### src/rtl/errthr_pkg.sv
package errthr_pkg;

  localparam int          CNT_W    = 12;
  localparam logic [11:0] CNT_TOP  = 12'hFFF;
  localparam logic [1:0]  KIND_IRQ = 2'b01;

  typedef struct packed {
    logic [3:0]       vec_off;
    logic             cnt_en;
    logic [1:0]       kind;
    logic             ovf;
    logic [CNT_W-1:0] cnt;
  } slot_fields_t;

  // place the stored fields and status bits at their fixed positions
  function automatic logic [63:0] pack_word(slot_fields_t f, logic ex, logic hc, logic lk);
    logic [63:0] w;
    w        = '0;
    w[63]    = ex;
    w[62]    = hc;
    w[61]    = lk;
    w[55:52] = f.vec_off;
    w[51]    = f.cnt_en;
    w[50:49] = f.kind;
    w[48]    = f.ovf;
    w[43:32] = f.cnt;
    return w;
  endfunction

  function automatic slot_fields_t unpack_word(logic [63:0] w);
    slot_fields_t f;
    f.vec_off = w[55:52];
    f.cnt_en  = w[51];
    f.kind    = w[50:49];
    f.ovf     = w[48];
    f.cnt     = w[43:32];
    return f;
  endfunction

  // counter step with saturation at the top value
  function automatic logic [CNT_W-1:0] bump(logic [CNT_W-1:0] c);
    return (c == CNT_TOP) ? CNT_TOP : c + 1'b1;
  endfunction

endpackage

### src/rtl/errthr_slot.sv
module errthr_slot
  import errthr_pkg::*;
#(
  parameter bit EXISTS  = 1'b1,
  parameter bit HAS_CNT = 1'b1,
  parameter bit LOCKED  = 1'b0
) (
  input  logic        clk,
  input  logic        rst_n,
  input  logic        wr_hit,
  input  logic [63:0] wdata,
  input  logic        err_ev,
  output logic [63:0] word,
  output logic        ovf,
  output logic        irq_req
);

  localparam bit USABLE = EXISTS && HAS_CNT && !LOCKED;

  slot_fields_t f;
  logic         usable;
  logic         write_taken;
  logic         count_step;
  logic [11:0]  cnt_next;

  assign usable      = USABLE;
  assign write_taken = wr_hit && usable;
  assign count_step  = err_ev && f.cnt_en && !write_taken;
  assign cnt_next    = bump(f.cnt);

  always_ff @(posedge clk) begin
    if (!rst_n) begin
      f <= '0;
    end else if (write_taken) begin
      f <= unpack_word(wdata);
    end else if (count_step) begin
      f.cnt <= cnt_next;
      if (cnt_next == CNT_TOP) f.ovf <= 1'b1;
    end
  end

  assign word    = pack_word(f, EXISTS, HAS_CNT, LOCKED);
  assign ovf     = f.ovf;
  assign irq_req = f.ovf && (f.kind == KIND_IRQ);

  p_frozen_r4: assert property (@(posedge clk) disable iff (!rst_n)
    !usable |=> $stable(f));

  p_hold_disabled_r5: assert property (@(posedge clk) disable iff (!rst_n)
    (!f.cnt_en && !write_taken) |=> $stable(f.cnt));

  p_reach_top_r6: assert property (@(posedge clk) disable iff (!rst_n)
    (count_step && f.cnt == CNT_TOP - 12'd1) |=> (f.ovf && f.cnt == CNT_TOP));

  p_saturate_r7: assert property (@(posedge clk) disable iff (!rst_n)
    (count_step && f.cnt == CNT_TOP) |=> (f.ovf && f.cnt == CNT_TOP));

  p_write_wins_r9: assert property (@(posedge clk) disable iff (!rst_n)
    (write_taken && err_ev) |=> (f.cnt == $past(wdata[43:32])));

endmodule

### src/rtl/errthr_pick.sv
module errthr_pick #(
  parameter int N     = 5,
  parameter int IDX_W = 3
) (
  input  logic             clk,
  input  logic             rst_n,
  input  logic [N-1:0]     ovf_vec,
  output logic             src_valid,
  output logic [IDX_W-1:0] src_idx
);

  // scan from the top down so the lowest set slot is written last
  always_comb begin
    src_valid = 1'b0;
    src_idx   = '0;
    for (int i = N - 1; i >= 0; i--) begin
      if (ovf_vec[i]) begin
        src_valid = 1'b1;
        src_idx   = IDX_W'(i);
      end
    end
  end

  p_lowest_src_r11: assert property (@(posedge clk) disable iff (!rst_n)
    src_valid |-> (ovf_vec[src_idx] && ((ovf_vec & ~({N{1'b1}} << src_idx)) == '0)));

endmodule

### src/rtl/errthr_bank_top.sv
module errthr_bank_top
  import errthr_pkg::*;
#(
  parameter int                   NUM_SLOTS    = 5,
  parameter int                   ADDR_W       = 8,
  parameter int                   STRIDE       = 4,
  parameter logic [NUM_SLOTS-1:0] SLOT_EXISTS  = 5'b11111,
  parameter logic [NUM_SLOTS-1:0] SLOT_HAS_CNT = 5'b01111,
  parameter logic [NUM_SLOTS-1:0] SLOT_LOCKED  = 5'b01000,
  localparam int                  IDX_W        = (NUM_SLOTS > 1) ? $clog2(NUM_SLOTS) : 1
) (
  input  logic                 clk,
  input  logic                 rst_n,
  input  logic [ADDR_W-1:0]    reg_addr,
  input  logic                 reg_wr,
  input  logic [63:0]          reg_wdata,
  output logic [63:0]          reg_rdata,
  input  logic [NUM_SLOTS-1:0] err_ev,
  output logic                 thr_irq,
  output logic                 src_valid,
  output logic [IDX_W-1:0]     src_idx
);

  localparam int SH    = $clog2(STRIDE);
  localparam int SEL_W = ADDR_W - SH;

  logic [SEL_W-1:0]     slot_sel;
  logic                 addr_ok;
  logic [63:0]          words [NUM_SLOTS];
  logic [NUM_SLOTS-1:0] ovf_vec;
  logic [NUM_SLOTS-1:0] irq_vec;

  assign slot_sel = reg_addr[ADDR_W-1:SH];
  assign addr_ok  = (reg_addr[SH-1:0] == '0) && (slot_sel < SEL_W'(NUM_SLOTS));

  for (genvar i = 0; i < NUM_SLOTS; i++) begin : g_slot
    errthr_slot #(
      .EXISTS (SLOT_EXISTS[i]),
      .HAS_CNT(SLOT_HAS_CNT[i]),
      .LOCKED (SLOT_LOCKED[i])
    ) u_slot (
      .clk    (clk),
      .rst_n  (rst_n),
      .wr_hit (reg_wr && addr_ok && (slot_sel == SEL_W'(i))),
      .wdata  (reg_wdata),
      .err_ev (err_ev[i]),
      .word   (words[i]),
      .ovf    (ovf_vec[i]),
      .irq_req(irq_vec[i])
    );
  end

  always_comb begin
    reg_rdata = '0;
    for (int i = 0; i < NUM_SLOTS; i++) begin
      if (addr_ok && slot_sel == SEL_W'(i)) reg_rdata = words[i];
    end
  end

  assign thr_irq = |irq_vec;

  errthr_pick #(.N(NUM_SLOTS), .IDX_W(IDX_W)) u_pick (
    .clk      (clk),
    .rst_n    (rst_n),
    .ovf_vec  (ovf_vec),
    .src_valid(src_valid),
    .src_idx  (src_idx)
  );

  p_irq_has_src_r10: assert property (@(posedge clk) disable iff (!rst_n)
    thr_irq |-> src_valid);

  p_bad_addr_reads_zero_r2: assert property (@(posedge clk) disable iff (!rst_n)
    !addr_ok |-> (reg_rdata == '0));

endmodule

### config.mk
export PLATFORM = sky130hd
export DESIGN_NAME = errthr_bank_top
export DESIGN_NICKNAME = d
export VERILOG_FILES = /design/src/rtl/errthr_pkg.sv /design/src/rtl/errthr_slot.sv /design/src/rtl/errthr_pick.sv /design/src/rtl/errthr_bank_top.sv
export SDC_FILE = /design/constraint.sdc
export NUM_CORES = 1
export LEC_CHECK = 0
export BUFFER_PORTS_ARGS = -buffer_cell sky130_fd_sc_hd__buf_4
export CORE_MARGIN = 3
export CORE_UTILIZATION = 45
export CTS_BUF_LIST = sky130_fd_sc_hd__clkbuf_4 sky130_fd_sc_hd__clkbuf_8
export DETAILED_ROUTE_END_ITERATION = 7
export MAX_ROUTING_LAYER = met4
export PLACE_DENSITY = 0.72
export RECOVER_POWER = 100
export SLEW_MARGIN = 20
export SYNTH_ARGS = -nofsm -noshare
export SYNTH_HDL_FRONTEND = slang
export SYNTH_SLANG_ARGS = --single-unit
### constraint.sdc
create_clock -name clk -period 4.35 [get_ports clk]
set_clock_uncertainty 0.2 [all_clocks]
set_input_delay 0.6525 -clock clk [delete_from_list [all_inputs] [get_ports clk]]
set_output_delay 0.6525 -clock clk [all_outputs]
set_load 0.005 [all_outputs]
==> impl_metrics.py, run 1 <==
metrics = {
    "outcome": {
        "outcome": "finished clean",
    },
    "grt": {
        "grt_max_degree": 64,
        "grt_pass1_wl_mm": 21.7,
        "grt_pass1_vias": 4245,
        "overflow": 0,
        "antenna_found_initial": 0,
        "track_usage": 0.246,
    },
    "logic_synthesis": {
        "ys_ff_latch": 60,
        "ys_warn_count": 0,
        "synth_edf_count": 0,
        "postSynthCellCount": 619,
        "synth.mux.area_fraction": 0.0576,
        "yosysSeqAreaShare": 0.266,
        "async_flop_share": 0,
        "synth_fa_ha_area_frac": 0.00830,
        "synth_xor_area_frac": 0.00968,
        "syn_area_mm2": 0.00452,
        "yosys.area_share.simple": 0.297,
        "avgSynthCellArea_um2": 7.31,
        "synthFlopType": "dfxtp_1",
        "synth_compound_area_frac": 0.229,
        "synth_top_family_by_area": "simple AND/OR/NAND/NOR gates",
        "ys_types": 65,
    },
    "drt": {
        "routedWlPerCell_um": 17.3,
        "vias": 4576,
        "drt-pass1-iter-count": 5,
        "wirelength_mm": 13.5,
        "final_antenna_net_count": 0,
        "avgViaCountPerCell": 5.84,
        "drc": 0,
        "initialDrtViolationCount": 499,
    },
    "cells_and_area": {
        "fill_cells": 974,
        "final_cells": 783,
        "seqCellArea_mm2": 0.00120,
        "mostFrequentLayoutCells": "100 x nand2_1, 60 x nor2_1, 60 x dfxtp_1",
        "fin_util": 0.517,
        "layout_commonest_cell": "nand2_1",
        "layout-drive-gt1-share": 0.135,
        "area.growth.synth_to_final_pct": 8.63,
        "multi_input_area_mm2": 0.00285,
        "insertedDiodeCount": 0,
        "nNetsFinal": 732,
    },
    "worst_setup_path": {
        "critPathLaunchType": "input pin",
        "critPathRequiredTime_ns": 3.50,
        "critPathArrivalTime_ns": 2.46,
        "endpoint_kind": "output pin",
        "crit_fanout": 23,
        "worstSetupPathType": "input pin to output pin",
    },
    "placed_design": {
        "dp_hpwl_mm": 9.82,
        "dp_cells": 767,
        "place.gp.congestion": 0.964,
        "numPortBuffers": 60,
    },
    "pwr": {
        "leakagePower_nw": 1.73,
        "p_comb_frac": 0.073,
        "pwr-share-seq": 0.475,
        "power_density_mw_per_mm2": 236,
        "power_switching_w": 0.000277,
        "power.share.clock": 0.452,
        "p_int_w": 0.000883,
        "ir_drop_mv": 0.134,
        "swShare": 0.239,
    },
    "cts": {
        "clock_latency_ns": 0.34,
        "clk_pin_slew_ns": 0.07,
        "cts-root-buf": "clkbuf_8",
        "holdBufCountCts": 0,
        "numClockSinks": 60,
        "cts_resized": 0,
        "post_cts_buffers": 0,
        "cts_tree": "done",
        "numCtsBuffers": 9,
        "htree_num_levels": 3,
        "clockBufferDepth": 2,
    },
    "die": {
        "initial_core_util": 0.476,
        "placeableCoreArea_mm2": 0.00950,
        "die_area_mm2": 0.0113,
        "ios": 149,
        "die_x_um": 106,
        "fp-row-count": 35,
        "fp.dieH_um": 106,
    },
    "worst_hold_path": {
        "hold_path_class": "flip-flop to flip-flop",
    },
    "timing": {
        "worst_pin_slew_ns": 1.39,
        "final.setup.tns_ns": 0,
        "setup_viol": 0,
        "fin_crit_sh": 0.762,
        "slew_violations": 0,
        "slew_headroom": 0.0719,
        "rsz0062_at_grt": "false",
        "fin_crit_ns": 3.32,
        "fmax_ghz": 0.302,
        "hold_violations": 0,
    },
    "run": {
        "cap_violations": 0,
    },
}
==> cells by family (layout without fill, tap and decap cells) <==
| family | Yosys count | count (layout) |
|---|---|---|
| adders and majority gates | 3 | 3 |
| and+or+nand+nor | 274 | 274 |
| AOI/OAI and AO/OA | 156 | 156 |
| DFF | 60 | 60 |
| other | 1 | 42 |
| buffers and inverters | 94 | 88 |
| xor gates and xnor gates | 5 | 5 |
| muxes | 26 | 26 |
==> cells in the mapped netlist, types with 8 or more instances <==
cell	number	area, um^2
mux2i_1	26	260
clkbuf_1	25	93.8
nand3_1	26	130
nand2_1	100	375
and2_1	10	62.6
o21ai_0	18	90.1
nor3_1	10	50.1
buf_4	45	338
nor2_1	60	225
dfxtp_1	60	1200
inv_1	8	30.0
a31oi_1	16	100
nor4_1	8	50.1
a21boi_1	24	180
a21boi_0	19	143
nand4_1	10	62.6
a21oi_1	40	200
==> stage by stage <==
step	total power, W	area, um^2	worst slack, ns	hold WS (ns)
floorplan	0.000632	4680	1.74	0.230
global placement	0.000647	4750	1.09	0.237
detailed placement	0.000648	4750	1.05	0.246
CTS	0.00117	4960	1.08	0.254
global route	0.00120	4910	0.881	0.294
finish	0.00116	4910	1.03	0.267
==> power groups by stage <==
stage / Sequential (W) / Combinational, W / Clock (W)
2_1_floorplan: 0.000563 / 0.0000693 / 0
3_3_place_gp: 0.000563 / 0.0000837 / 0
3_5_place_dp: 0.000563 / 0.0000846 / 0
4_1_cts: 0.000551 / 0.0000847 / 0.000537
5_1_grt: 0.000551 / 0.0000909 / 0.000556
6_report: 0.000551 / 0.0000842 / 0.000525
==> path summary, 6_finish.rpt <==
| kind | start | end | slack [ns] | cells past startpoint |
|---|---|---|---|---|
| worst max-delay path | reg_addr[6] | reg_rdata[61] | 1.03 | 6 |
| worst max register to register | g_slot[1].u_slot.word[32] | g_slot[1].u_slot.word[39] | 1.72 | 6 |
| worst min-delay path | g_slot[1].u_slot.word[54] | g_slot[1].u_slot.word[54] | 0.27 | 2 |
| worst min register to register | g_slot[1].u_slot.word[54] | g_slot[1].u_slot.word[54] | 0.27 | 2 |
==> routing by layer <==
layer  track usage  wire length, um
met4        0.0953              418
met5             -                0
met2         0.381             6190
met3        0.0376              923
met1         0.323             5990
==> registers in the layout, summed over array words and instances (netlist names) <==
name / cells
g_slot.u_slot.ovf: 3
g_slot.u_slot.word: 57
==> final cells by class <==
type | count | share of cell area
Clock buffer | 12 | 0.0323
Tap cell | 129 | 0.0329
Timing Repair Buffer | 64 | 0.0940
Sequential cell | 60 | 0.245
Clock inverter | 4 | 0.00968
Multi-Input combinational cell | 506 | 0.580
Inverter | 8 | 0.00611
==> critical path: stages <==
cell	delay, ns
clkbuf_4	0.11
nor4_1	0.46
nand2_1	0.61
inv_1	0.31
and3_1	0.18
clkbuf_4	0.13
(Power assumes the default switching activity.)
==> run 2, diff against run 1 <==
Settings changed: ABC_AREA set to 1.
Clock period 4.35 ns to 3.2 ns, I/O delays scaled along.
==> impl_metrics.py, run 2 <==
metrics = {
    "outcome": {
        "outcome": "finished clean",
    },
    "pwr": {
        "leakagePower_nw": 2.25,
        "ir_drop_mv": 0.212,
        "power_density_mw_per_mm2": 339,
        "finalPower_w": 0.00170,
    },
    "timing": {
        "setup_viol": 0,
        "worst_pin_slew_ns": 1.01,
        "final.setup.tns_ns": 0,
        "hold_violations": 0,
        "slew_headroom": 0.323,
        "fin_crit_sh": 0.863,
        "rsz0062_at_grt": "false",
        "slew_violations": 0,
        "fin_crit_ns": 2.76,
        "setup_slack_ns": 0.437,
        "whs_ns": 0.194,
        "fmax_ghz": 0.362,
    },
    "logic_synthesis": {
        "avgSynthCellArea_um2": 6.14,
        "synth_top_cell_area_share": 0.268,
        "yosys.area.top_type": "dfxtp_1",
        "ys_ff_latch": 60,
        "synth_area_leaders": "dfxtp_1 27%, nand2_1 15%, nand3_1 9.4%",
        "postSynthCellCount": 729,
        "async_flop_share": 0,
        "synthFlopType": "dfxtp_1",
        "ys_types": 36,
        "yosysSeqAreaShare": 0.268,
        "syn_area_mm2": 0.00448,
        "ys_warn_count": 0,
        "synth_edf_count": 0,
        "netlist_top_cells_count": "174 x nand2_1, 84 x nand3_1, 80 x inv_1",
        "yosysMostFrequentCell": "nand2_1",
    },
    "die": {
        "fp-row-count": 35,
        "placeableCoreArea_mm2": 0.00946,
        "fp.dieH_um": 106,
        "die_area_mm2": 0.0112,
        "ios": 149,
        "die_x_um": 106,
        "initial_core_util": 0.474,
    },
    "worst_hold_path": {
        "worstHoldPathCells": 3,
        "worstHoldStart": "reg_wdata[53]",
        "hold_path_class": "input pin to flip-flop",
        "holdPathEnd": "g_slot[2].u_slot.word[53]",
    },
    "cells_and_area": {
        "layout_commonest_cell": "nand2_1",
        "mostFrequentLayoutCells": "178 x nand2_1, 85 x nand3_1, 83 x inv_1",
        "area.growth.synth_to_final_pct": 11.9,
        "multi_input_area_mm2": 0.00260,
        "fill_cells": 986,
        "final_cells": 911,
        "seqCellArea_mm2": 0.00120,
        "insertedDiodeCount": 0,
        "nNetsFinal": 860,
        "layout-drive-gt1-share": 0.124,
        "largest_register_ffs": 57,
    },
    "worst_setup_path": {
        "reg2reg_slack_ns": 0.86,
        "r2r-start": "g_slot[2].u_slot.word[32]",
        "cp-startpoint": "reg_addr[6]",
        "critPathRequiredTime_ns": 3.25,
        "crit_fanout": 28,
        "critPathArrivalTime_ns": 2.81,
        "worstSetupPathType": "input pin to flip-flop",
        "endpoint_kind": "flip-flop",
        "critPathLaunchType": "input pin",
        "rr_worst_depth": 8,
        "crit-reg2reg-capture": "g_slot[2].u_slot.word[37]",
    },
    "cts": {
        "post_cts_buffers": 0,
        "numCtsBuffers": 9,
        "clockBufferDepth": 2,
        "clock_latency_ns": 0.35,
        "holdBufCountCts": 0,
        "cts_tree": "done",
        "htree_num_levels": 3,
        "clk_pin_slew_ns": 0.08,
        "cts_resized": 0,
        "cts-root-buf": "clkbuf_8",
        "numClockSinks": 60,
    },
    "grt": {
        "overflow": 0,
        "antenna_found_initial": 0,
        "grt_pass1_vias": 4300,
        "track_usage": 0.245,
        "grt_max_degree": 51,
        "grt_pass1_wl_mm": 21.5,
    },
    "drt": {
        "routedWlPerCell_um": 14.7,
        "avgViaCountPerCell": 5.29,
        "drt-pass1-iter-count": 5,
        "final_antenna_net_count": 0,
        "drc": 0,
        "initialDrtViolationCount": 404,
        "wirelength_mm": 13.4,
        "vias": 4820,
    },
    "run": {
        "cap_violations": 0,
    },
    "placed_design": {
        "dp_cells": 895,
        "place_ws_ns": 0.543,
        "place.gp.congestion": 0.965,
        "numPortBuffers": 60,
        "dp_hpwl_mm": 10.0,
    },
}
## run 2: kinds of logic after synthesis
group,after synthesis,share of synthesized area
buffers and inverters,155,0.179
adder cells (fa/ha/maj),3,0.00838
XOR/XNOR,9,0.0176
other,1,0.000837
AO/OA/AOI/OAI,129,0.161
AND/OR/NAND/NOR,372,0.365
flip-flops,60,0.268
## run 2: worst max-delay path by stage
stage | to
after global placement | reg_rdata[35]
after global routing | g_slot[2].u_slot.word[32]
after floorplan | reg_rdata[32]
final | g_slot[2].u_slot.word[32]
after detailed placement | reg_rdata[41]
after CTS | reg_rdata[41]
## run 2: final cells by class
type | count | area share
multi-input cells | 555 | 0.519
flip-flops and latches | 60 | 0.240
repair buffers | 66 | 0.0969
inverters | 85 | 0.0642
well taps | 129 | 0.0322
clock buffers | 10 | 0.0262
clock inverters | 6 | 0.0222
## run 2: metrics by stage
stage / utilization / area (um^2)
floorplan: - / 4630
global placement: 0.508 / 4810
detailed placement: 0.508 / 4810
CTS: 0.534 / 5050
global route: 0.530 / 5010
finish: 0.530 / 5010
## run 2: metal layers
layer / part of all wire / vias up / track usage
met5: 0 / - / -
met4: 0.020 / 0 / 0.0814
met3: 0.072 / 27 / 0.0331
met2: 0.48 / 215 / 0.395
met1: 0.43 / 2204 / 0.317
li1: - / 2374 / -
## run 2: critical path, cell delays in order
cell and delay [ns]:
clkbuf_1 0.10, nor2_4 0.13, nand3_1 0.14, inv_1 0.08, nand2_1 0.14, nor2_4 0.12
buf_4 0.22, nand2_1 0.61, nand2_4 0.36, inv_1 0.17, nand2_1 0.09, nand3_1 0.06
nand2_1 0.07, inv_1 0.04
## run 2: power breakdown
| part | internal, W | switching (W) | leakage (nW) |
|---|---|---|---|
| sequential | 0.000746 | 0.000000236 | 0.483 |
| clock | 0.000528 | 0.000338 | 0.120 |
| combinational | 0.0000319 | 0.0000557 | 1.65 |
==> run 3, diff against run 2 <==
Settings changed: ABC_AREA 1 to unset, SLEW_MARGIN 20 to 10.
==> impl_metrics.py, run 3 (synthesis results as in run 1) <==
metrics = {
    "outcome": {
        "outcome": "finished clean",
    },
    "cts": {
        "clockBufferDepth": 2,
        "cts_tree": "done",
        "clock_latency_ns": 0.35,
        "clk_pin_slew_ns": 0.07,
        "cts_resized": 0,
        "cts-root-buf": "clkbuf_8",
        "holdBufCountCts": 0,
        "numCtsBuffers": 9,
        "post_cts_buffers": 0,
        "htree_num_levels": 3,
        "numClockSinks": 60,
    },
    "run": {
        "cap_violations": 0,
    },
    "drt": {
        "wirelength_mm": 13.6,
        "final_antenna_net_count": 0,
        "avgViaCountPerCell": 5.68,
        "drc": 0,
        "initialDrtViolationCount": 367,
        "routedWlPerCell_um": 17.2,
        "drt-pass1-iter-count": 5,
        "vias": 4478,
    },
    "worst_setup_path": {
        "worstSetupPathType": "input pin to flip-flop",
        "critPathLaunchType": "input pin",
        "critPathArrivalTime_ns": 2.86,
        "crit_fanout": 27,
        "critPathRequiredTime_ns": 3.24,
        "endpoint_kind": "flip-flop",
    },
    "placed_design": {
        "dp_hpwl_mm": 10.0,
        "numPortBuffers": 60,
        "place.gp.congestion": 0.973,
    },
    "die": {
        "ios": 149,
        "placeableCoreArea_mm2": 0.00950,
        "die_area_mm2": 0.0113,
        "fp.dieH_um": 106,
        "initial_core_util": 0.476,
        "fp-row-count": 35,
        "die_x_um": 106,
    },
    "timing": {
        "slew_headroom": 0.0709,
        "setup_viol": 0,
        "fin_crit_sh": 0.880,
        "fmax_ghz": 0.355,
        "final.setup.tns_ns": 0,
        "fin_crit_ns": 2.82,
        "slew_violations": 0,
        "worst_pin_slew_ns": 1.39,
        "hold_violations": 0,
        "rsz0062_at_grt": "false",
    },
    "cells_and_area": {
        "mostFrequentLayoutCells": "100 x nand2_1, 60 x nor2_1, 60 x dfxtp_1",
        "layout-drive-gt1-share": 0.137,
        "largest_register_ffs": 57,
        "nNetsFinal": 737,
        "area.growth.synth_to_final_pct": 10.1,
        "layout_commonest_cell": "nand2_1",
        "insertedDiodeCount": 0,
        "fin_util": 0.524,
    },
    "pwr": {
        "power_density_mw_per_mm2": 336,
        "ir_drop_mv": 0.216,
        "leakagePower_nw": 1.76,
        "finalPower_w": 0.00167,
    },
    "grt": {
        "grt_pass1_wl_mm": 21.9,
        "antenna_found_initial": 0,
        "grt_pass1_vias": 4331,
        "track_usage": 0.247,
        "overflow": 0,
        "grt_max_degree": 64,
    },
    "worst_hold_path": {
        "hold_path_class": "input pin to flip-flop",
    },
}
[run 3: cell count changes in the layout (fill, tap and decap cells not counted), sizes merged, moves of 26 or more]
cell / delta
mux2i: +26
a21boi: +43
nand3: -60
o21ai: -44
nand2: -81
inv: -77
nor2: -28
[run 3: power breakdown]
part | leakage [nW] | switching, W | internal, W
sequential | 0.483 | 0.00000148 | 0.000747
combinational | 1.16 | 0.0000720 | 0.0000451
clock | 0.122 | 0.000307 | 0.000500
[run 3: metal layers]
layer  part of all wire  up-vias  track usage
met1               0.45     2067        0.321
li1                   -     2186            -
met5                  0        -            -
met2               0.46      206        0.396
met3              0.072       19       0.0431
met4              0.015        0       0.0694
[run 3: area by class of cell]
class	count	area, um^2
fillers	954	4520
multi-input cells	506	2870
flip-flops and latches	60	1200
repair buffers	69	484
clock buffers	12	165
well taps	129	161
clock inverters	4	70.1
inverters	8	30.0
[run 3: stage by stage]
| step | cell area [um^2] | setup slack (ns) | hold WS, ns | cells |
|---|---|---|---|---|
| 6_report | 4980 | 0.383 | 0.209 | 788 |
| 5_1_grt | 4980 | 0.284 | 0.201 | 788 |
| 4_1_cts | 5020 | 0.631 | 0.188 | 788 |
| 3_5_place_dp | 4790 | 0.523 | 0.245 | 772 |
| 3_3_place_gp | 4790 | 0.588 | 0.236 | 772 |
| 2_1_floorplan | 4680 | 0.934 | 0.230 | 660 |
[run 3: worst max-delay path, cell delays in order]
cell	delay [ns]
clkbuf_1	0.10
or4_4	0.56
nor4_4	0.25
clkbuf_1	1.03
o21ai_0	0.21
and2_0	0.20
[run 3: final timing paths]
kind,start,endpoint,slack [ns],cells past startpoint
hold reg to reg,g_slot[1].u_slot.word[54],g_slot[1].u_slot.word[54],0.27,2
hold / removal,reg_wdata[43],g_slot[1].u_slot.word[43],0.21,3
setup / recovery,reg_addr[6],g_slot[2].u_slot.word[42],0.38,6
setup reg to reg,g_slot[0].u_slot.word[32],g_slot[0].u_slot.ovf,0.49,5
